File: src/rtl/spim_pkg.sv
package spim_pkg;
  localparam int MAX_W = 16;
  localparam int MIN_W = 8;

  typedef enum logic [1:0] {ST_IDLE, ST_SHIFT, ST_TAIL} spim_state_t;

  function automatic logic [MAX_W-1:0] rev_word(input logic [MAX_W-1:0] v);
    logic [MAX_W-1:0] r;
    for (int i = 0; i < MAX_W; i++) r[i] = v[MAX_W-1-i];
    return r;
  endfunction

  // Place the first bit to be sent at the top of the shift register.
  function automatic logic [MAX_W-1:0] tx_align(input logic [MAX_W-1:0] d,
                                                input logic len16, input logic lsb);
    if (lsb) return rev_word(d);
    if (len16) return d;
    return {d[MIN_W-1:0], {(MAX_W-MIN_W){1'b0}}};
  endfunction

  // Captured bits arrive with the first one highest; put them back in word order.
  function automatic logic [MAX_W-1:0] rx_align(input logic [MAX_W-1:0] raw,
                                                input logic len16, input logic lsb);
    logic [MAX_W-1:0] r;
    r = rev_word(raw);
    if (lsb && len16) return r;
    if (lsb) return {{(MAX_W-MIN_W){1'b0}}, r[MAX_W-1 -: MIN_W]};
    if (len16) return raw;
    return {{(MAX_W-MIN_W){1'b0}}, raw[MIN_W-1:0]};
  endfunction

  function automatic logic word_match(input logic [MAX_W-1:0] w,
                                      input logic [MAX_W-1:0] ref_v, input logic len16);
    if (len16) return w == ref_v;
    return w[MIN_W-1:0] == ref_v[MIN_W-1:0];
  endfunction

  function automatic logic [4:0] last_edge(input logic len16);
    return len16 ? 5'(2*MAX_W-1) : 5'(2*MIN_W-1);
  endfunction
endpackage

File: src/rtl/spim_fifo.sv
module spim_fifo #(
  parameter int W     = 16,
  parameter int DEPTH = 8,
  localparam int CW   = $clog2(DEPTH+1),
  localparam int AW   = (DEPTH > 1) ? $clog2(DEPTH) : 1
) (
  input  logic          clk,
  input  logic          rst_n,
  input  logic          push,
  input  logic          pop,
  input  logic [W-1:0]  din,
  input  logic [CW-1:0] limit,
  output logic [W-1:0]  dout,
  output logic [CW-1:0] count,
  output logic          full,
  output logic          empty
);
  logic [W-1:0]  mem [DEPTH];
  logic [AW-1:0] wptr, rptr;
  logic          do_push, do_pop;

  assign full    = count >= limit;
  assign empty   = count == '0;
  assign do_push = push && !full;
  assign do_pop  = pop && !empty;
  assign dout    = empty ? '0 : mem[rptr];

  always_ff @(posedge clk) begin
    if (do_push) mem[wptr] <= din;
  end

  always_ff @(posedge clk or negedge rst_n) begin
    if (!rst_n) begin
      wptr  <= '0;
      rptr  <= '0;
      count <= '0;
    end else begin
      if (do_push) wptr <= (wptr == AW'(DEPTH-1)) ? '0 : wptr + 1'b1;
      if (do_pop)  rptr <= (rptr == AW'(DEPTH-1)) ? '0 : rptr + 1'b1;
      case ({do_push, do_pop})
        2'b10:   count <= count + 1'b1;
        2'b01:   count <= count - 1'b1;
        default: count <= count;
      endcase
    end
  end
endmodule

File: src/rtl/spim_engine.sv
module spim_engine
  import spim_pkg::*;
#(
  parameter int DIV_W = 8
) (
  input  logic             clk,
  input  logic             rst_n,
  input  logic             start,
  input  logic             halt,
  input  logic [MAX_W-1:0] tx_word,
  input  logic             cfg_len16,
  input  logic             cfg_lsb_first,
  input  logic             cfg_cpol,
  input  logic             cfg_cpha,
  input  logic [DIV_W-1:0] cfg_div,
  input  logic             miso,
  output logic             xfer_done,
  output logic [MAX_W-1:0] rx_word,
  output logic             busy,
  output logic             sck,
  output logic             mosi,
  output logic             ss_n
);
  spim_state_t      state;
  logic [DIV_W-1:0] hcnt, half_m1;
  logic [4:0]       edge_n;
  logic [MAX_W-1:0] tx_sr, rx_sr;
  logic             sck_r, tick, lead, do_sample, do_shift, at_last;

  assign half_m1   = (cfg_div == '0) ? '0 : cfg_div - 1'b1;
  assign tick      = (state != ST_IDLE) && (hcnt == half_m1);
  assign lead      = !edge_n[0];
  assign at_last   = edge_n == last_edge(cfg_len16);
  assign do_sample = lead ^ cfg_cpha;
  assign do_shift  = !do_sample && (cfg_cpha ? (edge_n != '0) : !at_last);

  assign busy      = state != ST_IDLE;
  assign sck       = cfg_cpol ^ sck_r;
  assign mosi      = busy ? tx_sr[MAX_W-1] : 1'b0;
  assign xfer_done = (state == ST_TAIL) && tick && !halt;
  assign rx_word   = rx_align(rx_sr, cfg_len16, cfg_lsb_first);

  always_ff @(posedge clk or negedge rst_n) begin
    if (!rst_n) begin
      state  <= ST_IDLE;
      hcnt   <= '0;
      edge_n <= '0;
      tx_sr  <= '0;
      rx_sr  <= '0;
      sck_r  <= 1'b0;
      ss_n   <= 1'b1;
    end else if (halt) begin
      state <= ST_IDLE;
      hcnt  <= '0;
      sck_r <= 1'b0;
      ss_n  <= 1'b1;
    end else begin
      case (state)
        ST_IDLE: if (start) begin
          state  <= ST_SHIFT;
          ss_n   <= 1'b0;
          hcnt   <= '0;
          edge_n <= '0;
          rx_sr  <= '0;
          tx_sr  <= tx_align(tx_word, cfg_len16, cfg_lsb_first);
        end
        ST_SHIFT: if (tick) begin
          hcnt  <= '0;
          sck_r <= ~sck_r;
          if (do_sample) rx_sr <= {rx_sr[MAX_W-2:0], miso};
          if (do_shift)  tx_sr <= {tx_sr[MAX_W-2:0], 1'b0};
          if (at_last) state <= ST_TAIL;
          else         edge_n <= edge_n + 1'b1;
        end else begin
          hcnt <= hcnt + 1'b1;
        end
        ST_TAIL: if (tick) begin
          state <= ST_IDLE;
          hcnt  <= '0;
          ss_n  <= 1'b1;
        end else begin
          hcnt <= hcnt + 1'b1;
        end
        default: state <= ST_IDLE;
      endcase
    end
  end
endmodule

File: src/rtl/spim_top.sv
module spim_top
  import spim_pkg::*;
#(
  parameter int FIFO_BITS = 64,
  parameter int DIV_W     = 8,
  localparam int DEPTH    = FIFO_BITS / MIN_W,
  localparam int CW       = $clog2(DEPTH+1)
) (
  input  logic             clk,
  input  logic             rst_n,
  input  logic             cfg_enable,
  input  logic             cfg_len16,
  input  logic             cfg_lsb_first,
  input  logic             cfg_cpol,
  input  logic             cfg_cpha,
  input  logic [DIV_W-1:0] cfg_div,
  input  logic [MAX_W-1:0] cfg_match,
  input  logic             tx_wr,
  input  logic [MAX_W-1:0] tx_data,
  output logic [CW-1:0]    tx_level,
  output logic             tx_full,
  input  logic             rx_rd,
  output logic [MAX_W-1:0] rx_data,
  output logic [CW-1:0]    rx_level,
  output logic             rx_empty,
  input  logic             match_clr,
  output logic             match_flag,
  input  logic             modf_clr,
  output logic             modf_flag,
  input  logic             ovf_clr,
  output logic             ovf_flag,
  output logic             irq,
  output logic             busy,
  output logic             sck,
  output logic             mosi,
  output logic             ss_n,
  input  logic             miso,
  input  logic             ss_in_n
);
  logic [CW-1:0]    limit;
  logic [MAX_W-1:0] tx_head, rx_word;
  logic             tx_empty, rx_full, xfer_start, xfer_done;
  logic             ss_s1, ss_s2, modf_set, ovf_set, match_set;

  assign limit = cfg_len16 ? CW'(FIFO_BITS / MAX_W) : CW'(DEPTH);

  // Named events
  assign xfer_start = cfg_enable && !modf_flag && !busy && !tx_empty && !rx_full;
  assign modf_set   = cfg_enable && !ss_s2;
  assign ovf_set    = tx_wr && tx_full;
  assign match_set  = xfer_done && word_match(rx_word, cfg_match, cfg_len16);
  assign irq        = match_flag || modf_flag || ovf_flag;

  spim_fifo #(.W(MAX_W), .DEPTH(DEPTH)) u_txq (
    .clk(clk), .rst_n(rst_n), .push(tx_wr), .pop(xfer_start), .din(tx_data),
    .limit(limit), .dout(tx_head), .count(tx_level), .full(tx_full), .empty(tx_empty));

  spim_fifo #(.W(MAX_W), .DEPTH(DEPTH)) u_rxq (
    .clk(clk), .rst_n(rst_n), .push(xfer_done), .pop(rx_rd), .din(rx_word),
    .limit(limit), .dout(rx_data), .count(rx_level), .full(rx_full), .empty(rx_empty));

  spim_engine #(.DIV_W(DIV_W)) u_eng (
    .clk(clk), .rst_n(rst_n), .start(xfer_start), .halt(modf_flag), .tx_word(tx_head),
    .cfg_len16(cfg_len16), .cfg_lsb_first(cfg_lsb_first), .cfg_cpol(cfg_cpol),
    .cfg_cpha(cfg_cpha), .cfg_div(cfg_div), .miso(miso), .xfer_done(xfer_done),
    .rx_word(rx_word), .busy(busy), .sck(sck), .mosi(mosi), .ss_n(ss_n));

  always_ff @(posedge clk or negedge rst_n) begin
    if (!rst_n) begin
      ss_s1      <= 1'b1;
      ss_s2      <= 1'b1;
      modf_flag  <= 1'b0;
      ovf_flag   <= 1'b0;
      match_flag <= 1'b0;
    end else begin
      ss_s1      <= ss_in_n;
      ss_s2      <= ss_s1;
      modf_flag  <= modf_set  ? 1'b1 : (modf_clr  ? 1'b0 : modf_flag);
      ovf_flag   <= ovf_set   ? 1'b1 : (ovf_clr   ? 1'b0 : ovf_flag);
      match_flag <= match_set ? 1'b1 : (match_clr ? 1'b0 : match_flag);
    end
  end
endmodule

File: config.mk
export PLATFORM = sky130hd
export DESIGN_NAME = spim_top
export DESIGN_NICKNAME = d
export VERILOG_FILES = /design/src/rtl/spim_pkg.sv /design/src/rtl/spim_fifo.sv /design/src/rtl/spim_engine.sv /design/src/rtl/spim_top.sv
export SDC_FILE = /design/constraint.sdc
export NUM_CORES = 1
export LEC_CHECK = 0
export ABC_CLOCK_PERIOD_IN_PS = 6350
export BUFFER_PORTS_ARGS = -buffer_cell sky130_fd_sc_hd__buf_2
export CORE_UTILIZATION = 30
export DETAILED_ROUTE_END_ITERATION = 16
export HOLD_SLACK_MARGIN = 0.05
export PLACE_DENSITY_LB_ADDON = 0.08
export SLEW_MARGIN = 5
export SYNTH_ARGS = -nofsm -noshare
export SYNTH_HDL_FRONTEND = slang
export SYNTH_SLANG_ARGS = --single-unit
export TNS_END_PERCENT = 1
File: constraint.sdc
create_clock -name clk -period 6.35 [get_ports clk]
set_clock_uncertainty 0.2 [all_clocks]
set_input_delay 0.635 -clock clk [delete_from_list [all_inputs] [get_ports clk]]
set_output_delay 0.635 -clock clk [all_outputs]
set_load 0.005 [all_outputs]
# Word-level counts from Yosys, hierarchy flattened

Memory sizes are Yosys's and may differ from the RTL's.
Index checks and enable logic that the tools add are counted.

Flip-flop bits (word level): 74
Bits in writable memories: 256
Word-level logic and storage cells: 189
Memories kept: 2

Memory list:

| memory    | words | bits a word | rd ports | clocked after memory_dff | wr ports | RTL line        | RTL |
|---|---|---|---|---|---|---|---|
| u_rxq.mem | 8     | 16          | 1        | 0                        | 1        | spim_fifo.sv:18 | `logic [W-1:0] mem [DEPTH];` |
| u_txq.mem | 8     | 16          | 1        | 0                        | 1        | spim_fifo.sv:18 |  |

Add/subtract/negate cells: 11
$lt $le $gt $ge: 2
Equality and inequality tests: 23
Muxes and demuxes: 77
Bitwise operators: 4
Reductions and logical operators: 52

Operator list:

| kind                                          | number |
|---|---|
| two-way mux 16 bit                            | 18 |
| case mux 16 bit (2 select lines)              | 2 |
| two-way mux 1 bit                             | 33 |
| two-way mux 8 bit                             | 4 |
| two-way mux 5 bit                             | 4 |
| nonzero test 2 bit                            | 9 |
| equality test 16 bit                          | 1 |
| equality test 8 bit                           | 2 |
| logical AND 1 bit                             | 16 |
| case mux 4 bit (2 select lines)               | 2 |
| case mux 8 bit (2 select lines)               | 1 |
| AND reduction 5 bit                           | 3 |
| adder 3 x 1 -> 3 bit, second input constant   | 4 |
| equality test 3 bit, second input constant    | 4 |
| two-way mux 3 bit                             | 4 |
| logical NOT 1 bit                             | 10 |
| two-way mux 2 bit                             | 5 |
| case mux 5 bit (2 select lines)               | 1 |
| != test 3 x 2 -> 1 bit, second input constant | 3 |
| adder 4 x 1 -> 4 bit, second input constant   | 2 |
| adder 8 x 1 -> 8 bit, second input constant   | 1 |
| greater-or-equal comparator 4 bit             | 2 |
| logical NOT 4 bit                             | 2 |
| logical NOT 8 bit                             | 1 |
| 22 further kinds                              | 35 |

# Depth between registers and ports, before layout

Gate-level depths: netlist of the first run.

Depth in word-level cells: 16
Gate-level depth with buffers: 19
Mapped depth without buffers: 16

# Cells and area by module

Synthesis of the first run repeated with hierarchy kept, for this count alone.

Cell total of the unflattened synthesis: 972
Area, all modules: 14868.0 sq um

Modules (own cells, without submodules):

| module      | instances | cells an instance | area each (sq um) | seq. area each (sq um) |
|---|---|---|---|---|
| spim_fifo   | 2         | 261               | 5519.0            | 4093.9 |
| spim_engine | 1         | 410               | 3460.8            | 1227.4 |
| spim_top    | 1         | 40                | 369.1             | 127.6 |

# Worst setup path after synthesis of the first run

Ideal clock, no wire load.

Path type: input port to flip-flop
From: in cfg_div[0]
To: mem u_rxq.mem[4][0] (enable)
Arrival time: 4.311 ns
Data required time: 5.719 ns
Path slack: 1.408 ns
Stages: 12
Path buffers: 3
Path through: inv_1 ha_1 buf_2 or4b_1 buf_2 nor4_2 a21oi_1 nor4b_2 nand4_1 nor3_1 clkbuf_2 nor4bb_1

Word-level cells in the longest chain between the ends: 9

Ends and longest elaborated chain:

| item                                                                  | RTL line          | RTL |
|---|---|---|
| from (decl)                                                           | spim_top.sv:16    | `input logic [DIV_W-1:0] cfg_div,` |
| subtractor 8 x 1 -> 8 bit / logical NOT 8 bit (equally long branches) | spim_engine.sv:30 | `assign half_m1 = (cfg_div == '0) ? '0 : cfg_div - 1'b1;` |
| two-way mux 8 bit *                                                   | spim_engine.sv:30 |  |
| equality test 8 bit *                                                 | spim_engine.sv:31 | `assign tick = (state != ST_IDLE) && (hcnt == half_m1);` |
| logical AND 1 bit *                                                   | spim_engine.sv:31 |  |
| logical AND 1 bit * (2 in a row)                                      | spim_engine.sv:40 | `assign xfer_done = (state == ST_TAIL) && tick && !halt;` |
| logical AND 1 bit *                                                   | spim_fifo.sv:24   | `assign do_push = push && !full;` |
| two-way mux 1 bit *                                                   | spim_fifo.sv:29   | `if (do_push) mem[wptr] <= din;` |
| two-way mux 1 bit (implied by the code) *                             | spim_fifo.sv:29   |  |
| to (decl)                                                             | spim_fifo.sv:18   |  |

Every way passes the cells marked *; elsewhere a longest branch is shown, timed or not.

# Final worst setup path of the first run

From: in cfg_div[0]
To: mem u_rxq.mem[5][0] (enable)

The elaborated chain is that of the path after synthesis.

==> impl_metrics.yaml, run 1 <==
run_status:
  status: "finished clean"
cts:
  cts_root_buf: "clkbuf_16"
  cts_buffer_depth: 3
  clkTransAtPathRegs_ns: 0.06
  h-tree-depth: 2
  cts_tree: "yes"
  postCtsSetupBuffers: 0
  worstSkewPairLatency_ns: 0.54
  cts.sinks: 330
  cts_made_buffers: 40
sta:
  max_slew_margin_pct: 27.3
  setup_viol: 0
  drv_slew: 0
  hold_violations: 0
  fmaxAchievable_mhz: 247
  fin_crit_ns: 4.06
  setup_tns_ns: 0
  final.period_utilization_pct: 63.9
  rsz0062_at_grt: "false"
  worst_slew_pin_slew_ns: 1.08
routing:
  first_pass_iters: 4
  totalWireLength_um: 36000
  dr.max_layer_used: "met4"
  ant_nets: 0
  wl_met3_um: 1360
  wire_per_inst_um: 20.3
  drtIter0Drc: 493
  vias: 8436
  wl_met2_um: 17600
  drt-met1-wl_um: 16400
  drcViolationCount: 0
  viasPerCell: 4.77
global_route:
  overflow: 0
  grt_pass1_vias: 8730
  grt_max_degree: 66
  grtUsageTotal_pct: 14.5
  grt_antenna_before_repair: 0
  grt_pass1_wl_um: 55000
synth:
  yosysWarnings: 0
  netlist_area_um2: 15000
  ys_seq_area_share_pct: 63.8
  avgSynthCellArea_um2: 15.4
  synth-edff-count: 256
  synthArstFlopShare_pct: 22.4
  synthCells: 971
  ys.flop_type: "edfxtp_1"
  syn_nets: 1052
  ys_types: 78
  ys_seq_elements: 330
pwr:
  cellPowerDensity_nw_per_um2: 387
  leakagePower_nw: 6.29
  power_mw: 6.80
  peakVddDrop_mv: 0.179
critical_path:
  critPathKind: "input pin to flip-flop"
  crit_fanout: 16
  cp-start-kind: "input pin"
  cp.arrival_ns: 4.01
  reg2reg_depth: 10
  end_kind: "flip-flop"
  required_ns: 6.31
hold_path:
  hold_depth: 2
  hold_path.class: "input pin to flip-flop"
floorplan:
  die_height_um: 225
  die_area_um2: 50700
  row_count: 81
  core-area_um2: 49100
  initial_core_util_pct: 30.5
  io_pins: 88
  die_w_um: 225
placed_design:
  dpl.hpwl_um: 23100
  place.gp.congestion: 0.748
  port_buffers: 87
finish:
  n_antenna_cell: 0
  final_common_cell: "edfxtp_1"
  area_growth_syn_to_layout_pct: 17.5
  drive_gt1_share_pct: 26.2
  fin_nets: 1155
  most-common-layout-cells: "edfxtp_1, buf_2, dfrtp_1"
job:
  drv_cap: 0
==> sequential cells by signal, indices dropped and copies added, names as in the netlist <==
signal        count
u_eng.edge_n      5
match_flag        1
u_eng.rx_sr      16
u_txq.count       4
ss_s1             1
ovf_flag          1
u_eng.tx_sr      16
u_txq.wptr        3
modf_flag         1
u_rxq.count       4
u_eng.ss_n        1
ss_s2             1
u_txq.rptr        3
u_rxq.rptr        3
u_rxq.mem       128
u_txq.mem       128
u_eng.hcnt        8
u_eng.sck_r       1
u_eng.state       2
u_rxq.wptr        3
==> path summary, 6_finish.rpt <==
| check | startpoint | slack, ns | to |
|---|---|---|---|
| max in group asynchronous | rst_n | 4.50 | u_rxq.rptr[0] |
| min in group asynchronous | rst_n | 0.26 | u_txq.count[1] |
| min | miso | 0.12 | u_eng.rx_sr[0] |
| max | cfg_div[0] | 2.29 | u_rxq.mem[5][0] |
| min reg2reg | ss_s1 | 0.16 | ss_s2 |
| max reg2reg | u_eng.state[0] | 2.62 | u_rxq.mem[5][0] |
==> repair_timing <==
item / 4_1_cts / 5_1_grt
endpoints found under the setup margin: 0 / 0
hold buffers: 4 / 0
gates resized for setup: 0 / 0
hold endpoints to repair: 12 / 0
==> synthesized netlist by cell type, drive strengths merged, types with 7 or more instances <==
cell type	number	area share (%)
a211oi	8	0.44
a21o	10	0.55
a21oi	26	0.90
a221o	7	0.47
a22o	17	1.0
buf	20	0.68
clkbuf	34	0.87
dfrtp	71	12
edfxtp	256	51
ha	26	2.2
inv	33	0.83
mux2	20	1.6
mux2i	54	3.6
mux4	64	9.6
nand2	49	1.2
nand3	19	0.72
nand4	9	0.38
nor2	54	1.4
nor2b	14	0.59
nor3	15	0.57
nor4	7	0.33
o21ai	29	0.97
xnor2	17	1.0
xor2	19	1.1
==> stage by stage <==
step	utilization, %	setup WS (ns)	cell area, um2	instances	hold WS (ns)
final	35.8	2.29	17600	1770	0.117
after global routing	35.8	2.09	17600	1770	0.104
after CTS	35.8	2.28	17600	1770	0.0867
after detailed placement	33.1	1.69	16200	1692	0.148
after global placement	33.1	1.76	16200	1692	0.146
after floorplan	-	1.41	15000	971	0.139
==> worst max-delay path, stage by stage <==
cell and delay, ns:
buf_2 0.14, inv_1 0.06, ha_1 0.32, or4b_1 0.62, nor4_2 0.18, a21oi_1 0.13, nor4b_2 0.30, nand4_1 0.13
buf_4 0.21, nor3_1 0.18, buf_4 0.20, and4b_1 0.90
==> power breakdown <==
group,internal (mW),switching [mW]
combinational,0.881,0.977
clock,1.34,0.883
sequential,2.54,0.181
==> final cells by class <==
type                            instances  area (um2)
Fill cell                            4775       31500
Sequential cell                       330        9550
Multi-Input combinational cell        554        5120
Clock buffer                           55        1110
Tap cell                              664         831
Timing Repair Buffer                  115         658
Clock inverter                         19         174
Inverter                               33         124
==> layer usage <==
| metal | global-route usage, % | vias to the layer above |
|---|---|---|
| met2 | 24.3 | 148 |
| met3 | 2.40 | 52 |
| li1 | - | 3991 |
| met1 | 19.3 | 4245 |
| met5 | 0 | - |
| met4 | 4.15 | 0 |
==> cells by family after synthesis <==
logic type | Yosys count | share of synthesized area [%]
AO/OA/AOI/OAI | 134 | 6.45
XOR/XNOR | 36 | 2.11
adder cells (fa/ha/maj) | 27 | 2.31
buffers and inverters | 87 | 2.38
flip-flops | 330 | 63.8
multiplexers | 138 | 14.8
AND/OR/NAND/NOR | 219 | 8.11
Power figures use the tool's default switching activity.
==> run 2, diff against run 1 <==
Settings changed: ABC_CLOCK_PERIOD_IN_PS 6350 to 3600.
Clock period 6.35 ns to 3.6 ns, I/O delays scaled along.
==> impl_metrics.yaml, run 2 (synthesis gave the netlist of run 1 again) <==
run_status:
  status: "finished clean"
finish:
  most-common-layout-cells: "edfxtp_1, buf_2, buf_4, dfrtp_1, mux4_2"
  stdcell_count: 1841
  drive_gt1_share_pct: 29.6
  n_antenna_cell: 0
  final_common_cell: "edfxtp_1"
  reg_top3: "u_rxq.mem: 128 flops, u_txq.mem: 128 flops"
  area_growth_syn_to_layout_pct: 22.7
  fin_nets: 1227
  final_util_pct: 37.4
sta:
  hold_violations: 0
  setup_tns_ns: 0
  final.period_utilization_pct: 90.3
  fmaxAchievable_mhz: 308
  fin_crit_ns: 3.25
  max_slew_margin_pct: 23.7
  worst_slew_pin_slew_ns: 1.14
  rsz0062_at_grt: "false"
  setup_viol: 0
  drv_slew: 0
  whs_ns: 0.0873
critical_path:
  crit_fanout: 9
  end_kind: "flip-flop"
  slowest_delay_ns: 0.48
  path_common_cell: "buf_4"
  cp-start-kind: "flip-flop"
  cpMaxStageDelayCell: "nor3b_2"
  critPathKind: "flip-flop to flip-flop"
  crit_chain: "inv_1 -> ha_1 -> buf_4 -> nand4_1 -> a211o_1 -> buf_4 -> a21oi_2 -> nand2_1 -> nor3b_2 -> a221o_1"
  required_ns: 3.88
  cp.arrival_ns: 3.53
global_route:
  grt_pass1_wl_um: 56400
  grtUsageTotal_pct: 14.8
  grt_pass1_vias: 9113
  grt_max_degree: 75
  overflow: 0
  grt_antenna_before_repair: 0
cts:
  worstSkewPairLatency_ns: 0.56
  cts.sinks: 330
  h-tree-depth: 2
  cts_root_buf: "clkbuf_16"
  cts_tree: "yes"
  cts_buffer_depth: 3
  clkTransAtPathRegs_ns: 0.06
  postCtsSetupBuffers: 0
  post_cts_resized: 0
  cts_made_buffers: 39
pwr:
  power_mw: 12.2
  pwr-share-seq_pct: 39.9
  peakVddDrop_mv: 0.330
  intPower_mw: 8.57
  pwr-share-comb_pct: 27.2
  switching_share_pct: 30.0
  p_switching_mw: 3.67
  cellPowerDensity_nw_per_um2: 667
  leakagePower_nw: 6.63
  p_clk_share_pct: 32.9
placed_design:
  post-place-cells: 1745
  port_buffers: 87
  dpl.hpwl_um: 23300
  place.gp.congestion: 0.766
floorplan:
  die_height_um: 225
  die_w_um: 225
  initial_core_util_pct: 30.5
  die_area_um2: 50700
  row_count: 81
  io_pins: 88
  core-area_um2: 49100
routing:
  viasPerCell: 4.73
  totalWireLength_um: 36300
  wire_per_inst_um: 19.7
  drcViolationCount: 0
  ant_nets: 0
  first_pass_iters: 4
  vias: 8711
  drtIter0Drc: 390
hold_path:
  hold_path.class: "input pin to flip-flop"
job:
  drv_cap: 0
-- run 2: cell types whose count changed in the layout (fill, tap and decap cells not counted), sizes merged --
cell         before  now
buf             111  164
dlygate4sd3       4   24
bufinv            3    5
clkbuf           55   53
clkinv           13   12
inv              35   34
-- run 2: layout make-up --
cell class	count	area [um2]
clock inverter	19	255
tap	664	831
clock buffer	53	1060
timing repair buffer	188	1370
fill	4705	30700
sequential	330	9550
multi-input combinational	554	5170
inverter	33	124
-- run 2: power groups by stage --
stage / combinational, mW / sequential (mW) / clock (mW)
6_report: 3.33 / 4.89 / 4.02
5_1_grt: 3.70 / 4.95 / 4.30
4_1_cts: 3.42 / 4.90 / 4.17
3_5_place_dp: 3.39 / 4.98 / 0
3_3_place_gp: 3.39 / 4.98 / 0
2_1_floorplan: 2.38 / 4.71 / 0
-- run 2: worst paths after layout --
kind                                     start         endpoint  slack [ns]  cells past startpoint
worst max register to register  u_eng.state[0]  u_eng.tx_sr[13]        0.35                     10
min in group asynchronous                rst_n    u_txq.wptr[2]        0.31                      2
worst max-delay path            u_eng.state[0]  u_eng.tx_sr[13]        0.35                     10
worst min register to register           ss_s1            ss_s2        0.15                      0
max in group asynchronous                rst_n    u_rxq.rptr[0]        2.13                      2
worst min-delay path                     rx_rd    u_rxq.rptr[1]        0.09                      3
-- run 2: worst max-delay path, delay by kind of cell (launching register included) --
family                   cells  cell delay, ns
AND/OR/NAND/NOR              3            0.91
adder cells (fa/ha/maj)      1            0.24
AO/OA/AOI/OAI                3            0.99
flip-flops                   1            0.39
buffers and inverters        3            0.45
-- run 2: stage by stage --
stage	setup slack (ns)	area (um2)
global route	0.111	18400
detailed placement	-0.0372	16800
floorplan	-0.0925	15000
finish	0.350	18400
CTS	0.295	18400
global placement	-0.0395	16800
-- run 2: timing repair --
action | in CTS | in global routing
hold buffers | 24 | 0
hold endpoints to repair | 204 | 0
endpoints found under the setup margin | 0 | 0
-- run 2: layer usage --
layer | wire, um | track usage, % | vias to the layer above
met5 | 0 | 0 | -
met4 | 661 | 4.32 | 0
met3 | 1200 | 2.53 | 43
met2 | 17700 | 24.9 | 118
met1 | 16700 | 19.5 | 4404
li1 | - | - | 4146
==> run 3, diff against run 2 <==
Settings changed: CORE_UTILIZATION 30 to 55.
==> impl_metrics.yaml, run 3 (synthesis gave the netlist of run 1 again) <==
run_status:
  status: "finished clean"
global_route:
  grt_antenna_before_repair: 1
  grt_pass1_wl_um: 49400
  grt_pass1_vias: 8855
  overflow: 0
  grtUsageTotal_pct: 23.0
  grt_max_degree: 75
finish:
  final_util_pct: 66.7
  most-common-layout-cells: "edfxtp_1, buf_2, dfrtp_1"
  fill_cells: 1834
  area_growth_syn_to_layout_pct: 17.6
  fin_nets: 1209
  seqCellArea_um2: 9550
  final_common_cell: "edfxtp_1"
  reg_top3: "u_rxq.mem: 128 flops, u_txq.mem: 128 flops"
  multi_input_area_um2: 5160
  n_antenna_cell: 0
  drive_gt1_share_pct: 28.0
sta:
  setup_viol: 0
  final.period_utilization_pct: 89.6
  hold_violations: 0
  worst_slew_pin_slew_ns: 0.995
  worst_slack_ns: 0.373
  rsz0062_at_grt: "false"
  fin_crit_ns: 3.23
  drv_slew: 0
  whs_ns: 0.0832
  setup_tns_ns: 0
  fmaxAchievable_mhz: 310
  max_slew_margin_pct: 33.7
pwr:
  pwr-share-seq_pct: 42.2
  leakagePower_nw: 6.43
  intPower_mw: 8.01
  switching_share_pct: 29.7
  p_switching_mw: 3.39
  p_clk_share_pct: 29.2
  cellPowerDensity_nw_per_um2: 648
  power_mw: 11.4
  peakVddDrop_mv: 0.439
  pwr-share-comb_pct: 28.6
critical_path:
  crit_chain: "inv_1 -> ha_1 -> a221oi_1 -> nand4b_1 -> nor4b_2 -> nand4_1 -> nor3_2 -> inv_2 -> ha_4 -> xor2_1 -> ha_1 -> a21oi_2 -> xor2_1 -> nor2_1 -> xnor2_1"
  r2r_start: "u_eng.state[0]"
  cp-start-kind: "flip-flop"
  cp.arrival_ns: 3.41
  cpMaxStageDelayCell: "dfrtp_1"
  worstPathBufferInverterCount: 2
  slowest_delay_ns: 0.37
  required_ns: 3.78
  critPathTopFamily: "simple AND/OR/NAND/NOR gates"
  crit_fanout: 6
  critPathKind: "flip-flop to flip-flop"
  end_kind: "flip-flop"
  startpoint: "u_eng.state[0]"
routing:
  first_pass_iters: 5
  vias: 8724
  drtIter0Drc: 592
  totalWireLength_um: 30500
  ant_nets: 0
  viasPerCell: 5.86
  wire_per_inst_um: 20.5
  drcViolationCount: 0
floorplan:
  core-area_um2: 26400
  io_pins: 88
  die_w_um: 167
  die_height_um: 167
  row_count: 59
  die_area_um2: 27800
  initial_core_util_pct: 56.7
cts:
  cts_made_buffers: 36
  h-tree-depth: 2
  postCtsSetupBuffers: 0
  cts_buffer_depth: 3
  cts_tree: "yes"
  cts.sinks: 330
  clkTransAtPathRegs_ns: 0.06
  cts_root_buf: "clkbuf_16"
  worstSkewPairLatency_ns: 0.51
placed_design:
  port_buffers: 87
  dpl.hpwl_um: 19600
  place.gp.congestion: 0.839
  pre_cts_ws_ns: 0.0346
hold_path:
  min_from: "rx_rd"
  hold_path.class: "input pin to flip-flop"
job:
  drv_cap: 0
[run 3: worst paths after layout]
kind                                   to  slack (ns)  cells after the start
setup / recovery           u_rxq.count[2]        0.37                     15
hold / removal              u_rxq.rptr[1]        0.08                      4
setup reg to reg           u_rxq.count[2]        0.37                     15
hold reg to reg                     ss_s2        0.17                      0
max in group asynchronous   u_rxq.rptr[0]        2.13                      2
min in group asynchronous   u_eng.hcnt[0]        0.36                      2
[run 3: worst min-delay path: cells and delay by family]
family | cells | cell delay, ns
AOI/OAI and AO/OA | 1 | 0.07
and+or+nand+nor | 2 | 0.23
buffers and inverters | 1 | 0.07
[run 3: layout make-up]
| cell class | count | area share (%) |
|---|---|---|
| clock inverters | 19 | 0.783 |
| well taps | 335 | 2.38 |
| inverters | 33 | 0.705 |
| repair buffers | 173 | 7.14 |
| flip-flops and latches | 330 | 54.3 |
| clock buffers | 45 | 5.32 |
| multi-input cells | 554 | 29.4 |
[run 3: timing repair]
item,in CTS,in global routing
hold buffers,24,0
endpoints found under the setup margin,0,0
resized for setup,0,0
hold endpoints to repair,204,0
[run 3: routing by layer]
layer | share of wire (%) | track usage (%) | vias up
li1 | - | - | 4100
met5 | 0 | 0 | -
met1 | 45 | 32.5 | 4394
met3 | 4.1 | 2.99 | 34
met4 | 1.7 | 5.68 | 0
met2 | 49 | 38.0 | 196
[run 3: power groups by stage]
stage                     clock [mW]  combinational [mW]  sequential, mW
final                           3.33                3.25            4.81
after global routing            3.56                3.60            4.86
after CTS                       3.40                3.31            4.81
after detailed placement           0                3.28            4.89
after global placement             0                3.23            4.87
after floorplan                    0                2.38            4.71
[run 3: stage by stage]
step | cell area (um2) | std cells
after floorplan | 15000 | 971
after global routing | 17600 | 1489
after detailed placement | 16300 | 1401
after global placement | 16300 | 1401
after CTS | 17600 | 1489
final | 17600 | 1489
